--- config.mk ---
export PLATFORM = sky130hd
export DESIGN_NAME = ca_halfburst_corr
export DESIGN_NICKNAME = d
export VERILOG_FILES = /design/src/rtl/ca_corr_pkg.sv /design/src/rtl/ca_tanh_lut.sv /design/src/rtl/ca_cmac.sv /design/src/rtl/ca_burst_ctrl.sv /design/src/rtl/ca_halfburst_corr.sv
export SDC_FILE = /design/constraint.sdc
export NUM_CORES = 1
export LEC_CHECK = 0
export ABC_AREA = 1
export BUFFER_PORTS_ARGS = -buffer_cell sky130_fd_sc_hd__buf_4
export CORE_MARGIN = 4
export CORE_UTILIZATION = 30
export CTS_CLUSTER_DIAMETER = 50
export CTS_CLUSTER_SIZE = 25
export DETAILED_ROUTE_END_ITERATION = 12
export GPL_ROUTABILITY_DRIVEN = 1
export GPL_TIMING_DRIVEN = 0
export PLACE_DENSITY_LB_ADDON = 0.12
export SETUP_SLACK_MARGIN = 0.4
export SLEW_MARGIN = 20
export SYNTH_ARGS = -nofsm -noshare
export SYNTH_HDL_FRONTEND = slang
export SYNTH_HIERARCHICAL = 1
export SYNTH_SLANG_ARGS = --single-unit
--- constraint.sdc ---
create_clock -name clk -period 6.55 [get_ports clk]
set_clock_uncertainty 0.05 [all_clocks]
set_input_delay 1.31 -clock clk [delete_from_list [all_inputs] [get_ports clk]]
set_output_delay 1.31 -clock clk [all_outputs]
set_load 0.05 [all_outputs]
--- src/rtl/ca_corr_pkg.sv ---
package ca_corr_pkg;

   // Table entry for one ratio code v: scaled tanh(v / 2^(frac+1)),
   // rounded half away from zero.
   function automatic int tanh_code(input int v, input int frac, input int soft_w);
      real x;
      real y;
      x = real'(v) / real'(2 ** (frac + 1));
      y = $tanh(x) * real'((2 ** (soft_w - 1)) - 1);
      if (y >= 0.0) return int'($floor(y + 0.5));
      else          return -int'($floor(-y + 0.5));
   endfunction

endpackage

--- src/rtl/ca_tanh_lut.sv ---
module ca_tanh_lut #(
   parameter int LLR_W    = 6,
   parameter int LLR_FRAC = 2,
   parameter int SOFT_W   = 8
) (
   input  logic [LLR_W-1:0]         llr_i,
   output logic signed [SOFT_W-1:0] soft_o
);
   localparam int N = 1 << LLR_W;

   logic [N-1:0][SOFT_W-1:0] tbl;

   for (genvar i = 0; i < N; i++) begin : g_ent
      localparam int V = (i >= N / 2) ? i - N : i;
      localparam int C = ca_corr_pkg::tanh_code(V, LLR_FRAC, SOFT_W);
      assign tbl[i] = SOFT_W'(C);
   end

   assign soft_o = tbl[llr_i];
endmodule

--- src/rtl/ca_cmac.sv ---
module ca_cmac #(
   parameter int SYM_W  = 10,
   parameter int SOFT_W = 8,
   localparam int PROD_W = SYM_W + SOFT_W + 1
) (
   input  logic signed [SYM_W-1:0]  rr_i,
   input  logic signed [SYM_W-1:0]  ri_i,
   input  logic signed [SOFT_W-1:0] sr_i,
   input  logic signed [SOFT_W-1:0] si_i,
   output logic signed [PROD_W-1:0] p_re_o,
   output logic signed [PROD_W-1:0] p_im_o
);
   localparam int M_W = SYM_W + SOFT_W;

   logic signed [M_W-1:0] m_rr, m_ii, m_ir, m_ri;

   assign m_rr = rr_i * sr_i;
   assign m_ii = ri_i * si_i;
   assign m_ir = ri_i * sr_i;
   assign m_ri = rr_i * si_i;

   // conjugate on the soft symbol
   assign p_re_o = PROD_W'(m_rr) + PROD_W'(m_ii);
   assign p_im_o = PROD_W'(m_ir) - PROD_W'(m_ri);
endmodule

--- src/rtl/ca_burst_ctrl.sv ---
module ca_burst_ctrl #(
   parameter int MAX_LEN = 2048,
   parameter int LEN_W   = 12
) (
   input  logic             clk,
   input  logic             rst_n,
   input  logic             start_i,
   input  logic [LEN_W-1:0] len_i,
   input  logic             valid_i,
   input  logic             pipe_busy_i,
   output logic             clr_o,
   output logic             acc_o,
   output logic             half_o,
   output logic             last_o,
   output logic             busy_o,
   output logic             err_o
);
   logic             run_q;
   logic             err_q;
   logic [LEN_W-1:0] len_q;
   logic [LEN_W-1:0] idx_q;
   logic             len_ok;

   assign busy_o = run_q | pipe_busy_i;
   assign clr_o  = start_i & ~busy_o;
   assign len_ok = ~len_i[0] && (len_i != '0) && (len_i <= LEN_W'(MAX_LEN));
   assign acc_o  = run_q & valid_i;
   assign half_o = idx_q >= (len_q >> 1);
   assign last_o = idx_q == (len_q - 1'b1);
   assign err_o  = err_q;

   always_ff @(posedge clk) begin
      if (!rst_n) begin
         run_q <= 1'b0;
         err_q <= 1'b0;
         len_q <= '0;
         idx_q <= '0;
      end else if (clr_o) begin
         err_q <= ~len_ok;
         run_q <= len_ok;
         len_q <= len_i;
         idx_q <= '0;
      end else if (acc_o) begin
         idx_q <= idx_q + 1'b1;
         if (last_o) run_q <= 1'b0;
      end
   end


   idx_bound_chk: assert property (@(posedge clk) disable iff (!rst_n)
      run_q |-> (idx_q < len_q));

   bad_len_chk: assert property (@(posedge clk) disable iff (!rst_n)
      (clr_o && !len_ok) |=> (err_o && !busy_o));

   busy_start_chk: assert property (@(posedge clk) disable iff (!rst_n)
      (start_i && busy_o) |=> ($stable(err_o) && $stable(len_q)));
endmodule

--- src/rtl/ca_halfburst_corr.sv ---
module ca_halfburst_corr #(
   parameter int LLR_W    = 6,
   parameter int LLR_FRAC = 2,
   parameter int SOFT_W   = 8,
   parameter int SYM_W    = 10,
   parameter int MAX_LEN  = 2048,
   localparam int LEN_W   = $clog2(MAX_LEN + 1),
   localparam int PROD_W  = SYM_W + SOFT_W + 1,
   localparam int ACC_W   = PROD_W + $clog2(MAX_LEN / 2)
) (
   input  logic                    clk,
   input  logic                    rst_n,
   input  logic                    start_i,
   input  logic [LEN_W-1:0]        len_i,
   input  logic                    valid_i,
   input  logic signed [LLR_W-1:0] llr_even_i,
   input  logic signed [LLR_W-1:0] llr_odd_i,
   input  logic signed [SYM_W-1:0] rx_re_i,
   input  logic signed [SYM_W-1:0] rx_im_i,
   output logic                    busy_o,
   output logic                    done_o,
   output logic                    err_o,
   output logic signed [ACC_W-1:0] z0_re_o,
   output logic signed [ACC_W-1:0] z0_im_o,
   output logic signed [ACC_W-1:0] z1_re_o,
   output logic signed [ACC_W-1:0] z1_im_o
);
   // elaboration checks
   if (LLR_W < 2 || LLR_W > 10) begin : g_bad_llr
      $error("LLR_W must lie in 2..10");
   end
   if (SOFT_W < 2 || SOFT_W > 16) begin : g_bad_soft
      $error("SOFT_W must lie in 2..16");
   end
   if (SYM_W < 2) begin : g_bad_sym
      $error("SYM_W must be at least 2");
   end
   if (MAX_LEN < 2 || (MAX_LEN % 2) != 0) begin : g_bad_len
      $error("MAX_LEN must be even and at least 2");
   end
   if (LLR_FRAC < 0) begin : g_bad_frac
      $error("LLR_FRAC must not be negative");
   end

   logic clr, acc, half, last;
   logic signed [SOFT_W-1:0] s_re, s_im;

   // stage 1: soft symbol and sample
   logic                     s1_vld, s1_half, s1_last;
   logic signed [SOFT_W-1:0] s1_sre, s1_sim;
   logic signed [SYM_W-1:0]  s1_rre, s1_rim;
   logic signed [PROD_W-1:0] p_re, p_im;
   logic                     done_q;

   ca_burst_ctrl #(.MAX_LEN(MAX_LEN), .LEN_W(LEN_W)) u_ctrl (
      .clk(clk), .rst_n(rst_n), .start_i(start_i), .len_i(len_i),
      .valid_i(valid_i), .pipe_busy_i(s1_vld), .clr_o(clr), .acc_o(acc),
      .half_o(half), .last_o(last), .busy_o(busy_o), .err_o(err_o));

   ca_tanh_lut #(.LLR_W(LLR_W), .LLR_FRAC(LLR_FRAC), .SOFT_W(SOFT_W)) u_lut_re (
      .llr_i(llr_even_i), .soft_o(s_re));
   ca_tanh_lut #(.LLR_W(LLR_W), .LLR_FRAC(LLR_FRAC), .SOFT_W(SOFT_W)) u_lut_im (
      .llr_i(llr_odd_i), .soft_o(s_im));

   always_ff @(posedge clk) begin
      if (!rst_n) begin
         s1_vld  <= 1'b0;
         s1_half <= 1'b0;
         s1_last <= 1'b0;
         s1_sre  <= '0;
         s1_sim  <= '0;
         s1_rre  <= '0;
         s1_rim  <= '0;
         done_q  <= 1'b0;
      end else begin
         s1_vld <= acc;
         done_q <= s1_vld & s1_last;
         if (acc) begin
            s1_half <= half;
            s1_last <= last;
            s1_sre  <= s_re;
            s1_sim  <= s_im;
            s1_rre  <= rx_re_i;
            s1_rim  <= rx_im_i;
         end
      end
   end

   ca_cmac #(.SYM_W(SYM_W), .SOFT_W(SOFT_W)) u_cmac (
      .rr_i(s1_rre), .ri_i(s1_rim), .sr_i(s1_sre), .si_i(s1_sim),
      .p_re_o(p_re), .p_im_o(p_im));

   // stage 2: one accumulator pair per burst half
   for (genvar h = 0; h < 2; h++) begin : g_half
      logic signed [ACC_W-1:0] a_re, a_im;
      always_ff @(posedge clk) begin
         if (!rst_n || clr) begin
            a_re <= '0;
            a_im <= '0;
         end else if (s1_vld && (s1_half == 1'(h))) begin
            a_re <= a_re + ACC_W'(p_re);
            a_im <= a_im + ACC_W'(p_im);
         end
      end
   end

   assign z0_re_o = g_half[0].a_re;
   assign z0_im_o = g_half[0].a_im;
   assign z1_re_o = g_half[1].a_re;
   assign z1_im_o = g_half[1].a_im;
   assign done_o  = done_q;


   done_pulse_chk: assert property (@(posedge clk) disable iff (!rst_n)
      done_o |=> !done_o);

   done_idle_chk: assert property (@(posedge clk) disable iff (!rst_n)
      done_o |-> !busy_o);

   clear_chk: assert property (@(posedge clk) disable iff (!rst_n)
      (start_i && !busy_o) |=> (z0_re_o == '0 && z0_im_o == '0 &&
                                z1_re_o == '0 && z1_im_o == '0));

   z1_hold_chk: assert property (@(posedge clk) disable iff (!rst_n)
      (s1_vld && !s1_half) |=> ($stable(z1_re_o) && $stable(z1_im_o)));

   z0_hold_chk: assert property (@(posedge clk) disable iff (!rst_n)
      (s1_vld && s1_half) |=> ($stable(z0_re_o) && $stable(z0_im_o)));

   idle_hold_chk: assert property (@(posedge clk) disable iff (!rst_n)
      (!busy_o && !start_i) |=> ($stable(z0_re_o) && $stable(z0_im_o) &&
                                 $stable(z1_re_o) && $stable(z1_im_o)));
endmodule

**After elaboration in Yosys (flattened, before gate mapping)**

Memories as Yosys holds them, arrays and structs flattened. A register that Yosys moved wholly into a read port is not among the register bits.
Index checks and enable logic that the tools add are counted.

- Add/sub/neg operators: 8
- $mul: 4
- Order comparisons: 2
- Equal/unequal tests: 1
- Mux-type cells: 3
- Bitwise operators: 9
- Reductions and logical operators: 13

Operators with widths:

| kind | count |
|---|---|
| $add 29x19->29 | 4 |
| $mul 10x8->18 | 4 |
| $add 18x18->19 | 1 |
| $sub 18x18->19 | 1 |
| $add 12x1->12 const B | 1 |
| $eq 12x12->1 | 1 |
| $ge 12x11->1 | 1 |
| $le 12x12->1 const B | 1 |
| $reduce_bool 12->1 | 1 |
| $sub 12x1->12 const B | 1 |
| $not 1->1 | 5 |
| $logic_and 1x1->1 | 4 |
| $reduce_bool 2->1 | 2 |
| $and 1x1->1 | 3 |
| $logic_not 1->1 | 3 |
| $mux 1 | 3 |
| $reduce_and 2->1 | 1 |
| $reduce_or 2->1 | 1 |
| $logic_or 1x1->1 | 1 |
| $or 1x1->1 | 1 |

- Register bits after elaboration: 166
- ROM bits: 1024
- Output and inout bits: 119
- Memories: 2

Memories:

| name | words | bits a word | rd ports | clocked after memory_dff | wr ports | line | text |
|---|---|---|---|---|---|---|---|
| (no name shown) | 64 | 8 | 1 | 1 | 0 | ca_tanh_lut.sv:19 | `assign soft_o = tbl[llr_i];` |
| (no name shown) | 64 | 8 | 1 | 1 | 0 | ca_tanh_lut.sv:19 |  |

**Logic depth before layout (Yosys ltp)**

- Depth after elaboration: 5
- Depth in mapped cells: 41
- Mapped depth without buffers: 40

**Modules after synthesis**

Netlist, hierarchy kept.

By module, submodules not included:

| module | instances | cells each | area an instance (um^2) |
|---|---|---|---|
| ca_halfburst_corr | 1 | 2563 | 14269.9 |
| ca_cmac | 1 | 1709 | 13322.8 |
| ca_burst_ctrl | 1 | 281 | 1821.7 |
| ca_tanh_lut | 2 | 110 | 585.6 |

**Least setup slack after synthesis**

No wires, ideal clock.

- Path kind: register to register
- From: register s1_sim[6]
- To: register g_half[0].a_re[23], in the netlist z0_re_o[23]
- Setup time: 113 ps
- Data arrival time: 6880 ps
- Slack: -493 ps
- Stages on the path, launching flop included: 31
- Path buffers: 2
- Cells stage by stage: dfxtp_1 clkbuf_1 clkbuf_1 nand2_1 fa_1 fa_1 inv_1 fa_1 fa_1 fa_1 inv_1 fa_1 inv_1 ha_1 a21oi_1 o21ai_1 a21o_1 a21oi_1 inv_1 nand2_1 nand2_1 ha_1 nand2_1 nor2_1 nand2_1 nor2_1 nand2_1 nand3_2 nor2_1 o21ai_1 inv_1

- Longest elaborated chain between the ends: 3

Ends and longest elaborated chain:

| item | line | text |
|---|---|---|
| start: declaration | ca_halfburst_corr.sv:50 | `logic signed [SOFT_W-1:0] s1_sre, s1_sim;` |
| $mul 10x8->18 | ca_cmac.sv:18 | `assign m_ii = ri_i * si_i;` |
| $add 18x18->19 | ca_cmac.sv:23 | `assign p_re_o = PROD_W'(m_rr) + PROD_W'(m_ii);` |
| via p_re[18] | ca_halfburst_corr.sv:52 | `logic signed [PROD_W-1:0] p_re, p_im;` |
| $add 29x19->29 | ca_halfburst_corr.sv:101 | `a_re <= a_re + ACC_W'(p_re);` |
| end signal: assignment | ca_halfburst_corr.sv:101 |  |
| end: declaration | ca_halfburst_corr.sv:95 | `logic signed [ACC_W-1:0] a_re, a_im;` |

The timed path passes the listed nets, and every way through them passes these cells.
A chain may end at the register's enable or synchronous reset.

**Worst setup path in the final report**

- From: register s1_rim[9]
- To: register g_half[0].a_re[23], in the netlist z0_re_o[23]

- Longest elaborated chain between the ends: 3

Ends and longest elaborated chain:

| item | line | text |
|---|---|---|
| start: declaration | ca_halfburst_corr.sv:51 | `logic signed [SYM_W-1:0] s1_rre, s1_rim;` |
| start signal: assignment | ca_halfburst_corr.sv:84 | `s1_rim <= rx_im_i;` |
| $mul 10x8->18 | ca_cmac.sv:18 |  |
| $add 18x18->19 | ca_cmac.sv:23 |  |
| $add 29x19->29 | ca_halfburst_corr.sv:101 |  |

Every way passes these cells.

==> results.json <==
{
  "status": "finished, violations left",
  "violations": "negative setup slack",
  "hp-start": "s1_last",
  "postSynthNetCount": 5424,
  "power_density_mw_per_mm2": 192,
  "final_common_cell": "nand2_1",
  "critPathArrivalTime_ns": 7.22,
  "setup_violations": 56,
  "nFillCells": 10500,
  "die_w_um": 327,
  "static-leakage-power_nw": 23.5,
  "ioPinCount": 167,
  "synth_seq_area_share_pct": 11.9,
  "hpwl_um": 89500,
  "synth-compound-area-share_pct": 5.79,
  "cp.required_ns": 6.91,
  "drt-total-wl_um": 115000,
  "critical_path.top_delay_family": "adder cells",
  "synth-seq-cells": 182,
  "cts_root_buf": "clkbuf_16",
  "htreeDepth": 4,
  "layout.cells.non_filler": 6614,
  "min_delay_path_depth": 2,
  "cpPeakStageDelay_ns": 0.63,
  "min_path_type": "flip-flop to flip-flop",
  "n_antenna_cell": 0,
  "multiInputGateArea_mm2": 0.0272,
  "fmax_mhz": 146,
  "nets": 5895,
  "area_delta_synth_final_pct": 40.0,
  "placed_cells": 6296,
  "layout-drive-gt1-share_pct": 31.5,
  "core_area_mm2": 0.101,
  "start_util_pct": 30.4,
  "maxCapViolations": 0,
  "numCtsBuffers": 17,
  "crit_slowest_cell": "fa_2",
  "vias": 30100,
  "drtPass1Iterations": 7,
  "drt_drc_violations_left": 0,
  "wl_per_cell_um": 17.4,
  "cts_tree": "done",
  "worstReg2RegStart": "s1_rim[9]",
  "rrSetupSlack_ns": -0.30,
  "fin_crit_ns": 6.85,
  "grt_pass1_vias": 30000,
  "peakVddDrop_mv": 0.165,
  "r2r_cells": 34,
  "synthAdderAreaFrac_pct": 33.0,
  "synth_xor_xnor_area_share_pct": 2.92,
  "row_count": 116,
  "grt_overflow_total": 0,
  "synth_top_family_by_area": "adder cells",
  "synthSimpleGateAreaFrac_pct": 30.2,
  "muxShareOfSynthArea_pct": 0,
  "die_height_um": 327,
  "clock_path_buffers": 2,
  "crit_fanout": 5,
  "syn_avg_cell_area_um2": 6.41,
  "clkSinkCount": 182,
  "crit_buf_inv": 10,
  "crit_top_cell": "fa_1",
  "synth_warnings": 6,
  "startpoint_type": "flip-flop",
  "synthCells": 4773,
  "syn_area_mm2": 0.0306,
  "fin_hold_ws_ns": 0.397,
  "critical_path_class": "flip-flop to flip-flop",
  "r2r_end": "z0_re_o[23]",
  "finalHoldViolCount": 0,
  "slew_violations": 0,
  "slew_headroom_pct": 25.7,
  "detail-route-antenna-nets": 0,
  "clock_latency_ns": 0.53,
  "synth.lib_cells_used.distinct": 49,
  "drtIter0Drc": 1687,
  "seq_area_mm2": 0.00371,
  "gp_congestion": 0.912,
  "layout_common_cells": "989 x nand2_1, 986 x inv_1, 443 x nor2_1, 367 x buf_4, 316 x fa_1",
  "fin_tns_setup_ns": -8.87,
  "endpoint_kind": "flip-flop",
  "worst_slack_ns": -0.301,
  "cts_hold_buf": 0,
  "grt_setup_unrepaired": "yes",
  "place.port_buffers": 166,
  "antenna_found_initial": 3,
  "post_drt_via_cell_ratio": 4.55,
  "stdcell_area_mm2": 0.0428,
  "worst_slew_pin_slew_ns": 1.11,
  "dpl-instance-area_mm2": 0.0348,
  "grt_use_total_pct": 21.4,
  "clkTransAtPathRegs_ns": 0.08,
  "grt_max_degree": 18,
  "die_area_mm2": 0.107,
  "whs_endpoint": "done_o",
  "final.period_utilization_pct": 105,
  "grt_pass1_wl_um": 175000
}
[stage by stage]
| stage | worst slack [ns] | power (mW) | util (%) |
|---|---|---|---|
| 2_1_floorplan | 0.332 | 3.55 | - |
| 3_3_place_gp | -1.22 | 4.41 | 34.6 |
| 3_5_place_dp | -1.27 | 4.41 | 34.6 |
| 4_1_cts | -0.383 | 7.25 | 40.1 |
| 5_1_grt | -0.586 | 8.73 | 42.6 |
| 6_report | -0.301 | 8.23 | 42.6 |
[power breakdown]
group | leakage (nW) | internal (mW) | total (mW) | switching [mW]
sequential | 1.49 | 1.12 | 1.15 | 0.0255
clock | 0.296 | 0.595 | 1.20 | 0.601
combinational | 21.7 | 2.50 | 5.89 | 3.39
total | 23.5 | 4.22 | 8.23 | 4.02
[per-layer routing]
layer | up-vias | global-route usage [%] | share of wire (%)
li1 | 15000 | - | -
met3 | 151 | 3.28 | 4.6
met4 | 2 | 7.04 | 3.5
met2 | 604 | 36.3 | 47
met1 | 14300 | 27.8 | 44
met5 | - | 0 | 0.010
[layout make-up]
class / instances / area share [%]
Inverter: 1175 / 10.4
Tap cell: 1357 / 3.96
Buffer: 123 / 3.01
Clock inverter: 13 / 0.362
Multi-Input combinational cell: 3299 / 63.4
Sequential cell: 182 / 8.67
Timing Repair Buffer: 446 / 9.12
Clock buffer: 19 / 1.06
[state kept, by name, indices dropped and copies added (netlist names), 8 cells and up]
| signal | flops |
|---|---|
| z1_im_o | 29 |
| u_ctrl/len_q | 12 |
| z0_im_o | 29 |
| u_ctrl/idx_q | 12 |
| s1_sim | 8 |
| z1_re_o | 29 |
| s1_rre | 10 |
| s1_sre | 8 |
| s1_rim | 10 |
| z0_re_o | 29 |
[how the worst max path moves through the flow]
stage,startpoint,to,slack (ns),depth (start not counted)
6_report,s1_rim[9],z0_re_o[23],-0.30,34
5_1_grt,s1_rim[9],z0_re_o[26],-0.59,35
4_1_cts,s1_rim[9],z1_re_o[24],-0.38,32
3_5_place_dp,s1_rim[0],z1_re_o[28],-1.27,31
3_3_place_gp,s1_rim[0],z1_re_o[28],-1.22,32
2_1_floorplan,s1_rim[9],z1_re_o[28],0.33,36
[synth_stat cells (all sizes together)]
library cell  number  area share [%]
xor2              81             2.3
o22ai              2           0.041
a21oi            134             2.2
a211oi             2           0.049
and2               2           0.041
and3               1           0.020
o31ai              3           0.074
nor3              10            0.23
nand3b             9            0.26
a21o              16            0.39
or2               10            0.20
buf               31            0.61
clkbuf            92             1.2
ha               264              11
nor2             552             7.1
clkinv             1           0.012
o21bai             5            0.12
inv             1174              14
o21ai            162             2.7
o21a               2           0.049
nor3b              1           0.025
dfxtp            182              12
o311ai             1           0.029
nand2           1388              17
a31oi              4           0.082
xnor2             21            0.60
o211a              1           0.033
nand4             19            0.39
nand3            263             4.6
fa               339              22
a21boi             1           0.037
[logic make-up (layout without fill, tap and decap cells)]
logic type | Yosys count | count (layout)
XOR/XNOR | 102 | 102
buffers and inverters | 1298 | 1776
adder cells (fa/ha/maj) | 603 | 603
AO/OA/AOI/OAI | 333 | 333
flip-flops | 182 | 182
AND/OR/NAND/NOR | 2255 | 2261
[repair_timing]
action,CTS,global route
buffers inserted,186,93
gates resized for setup,752,566
cloned,7,0
pin swaps,363,410
endpoints found under the setup margin,92,90
[tightest hold or removal path, cell delays in order, from the launching register on]
cell,delay [ns]
dfxtp_1,0.30
inv_1,0.06
nor3_1,0.05
Power figures use the tool's default switching activity.
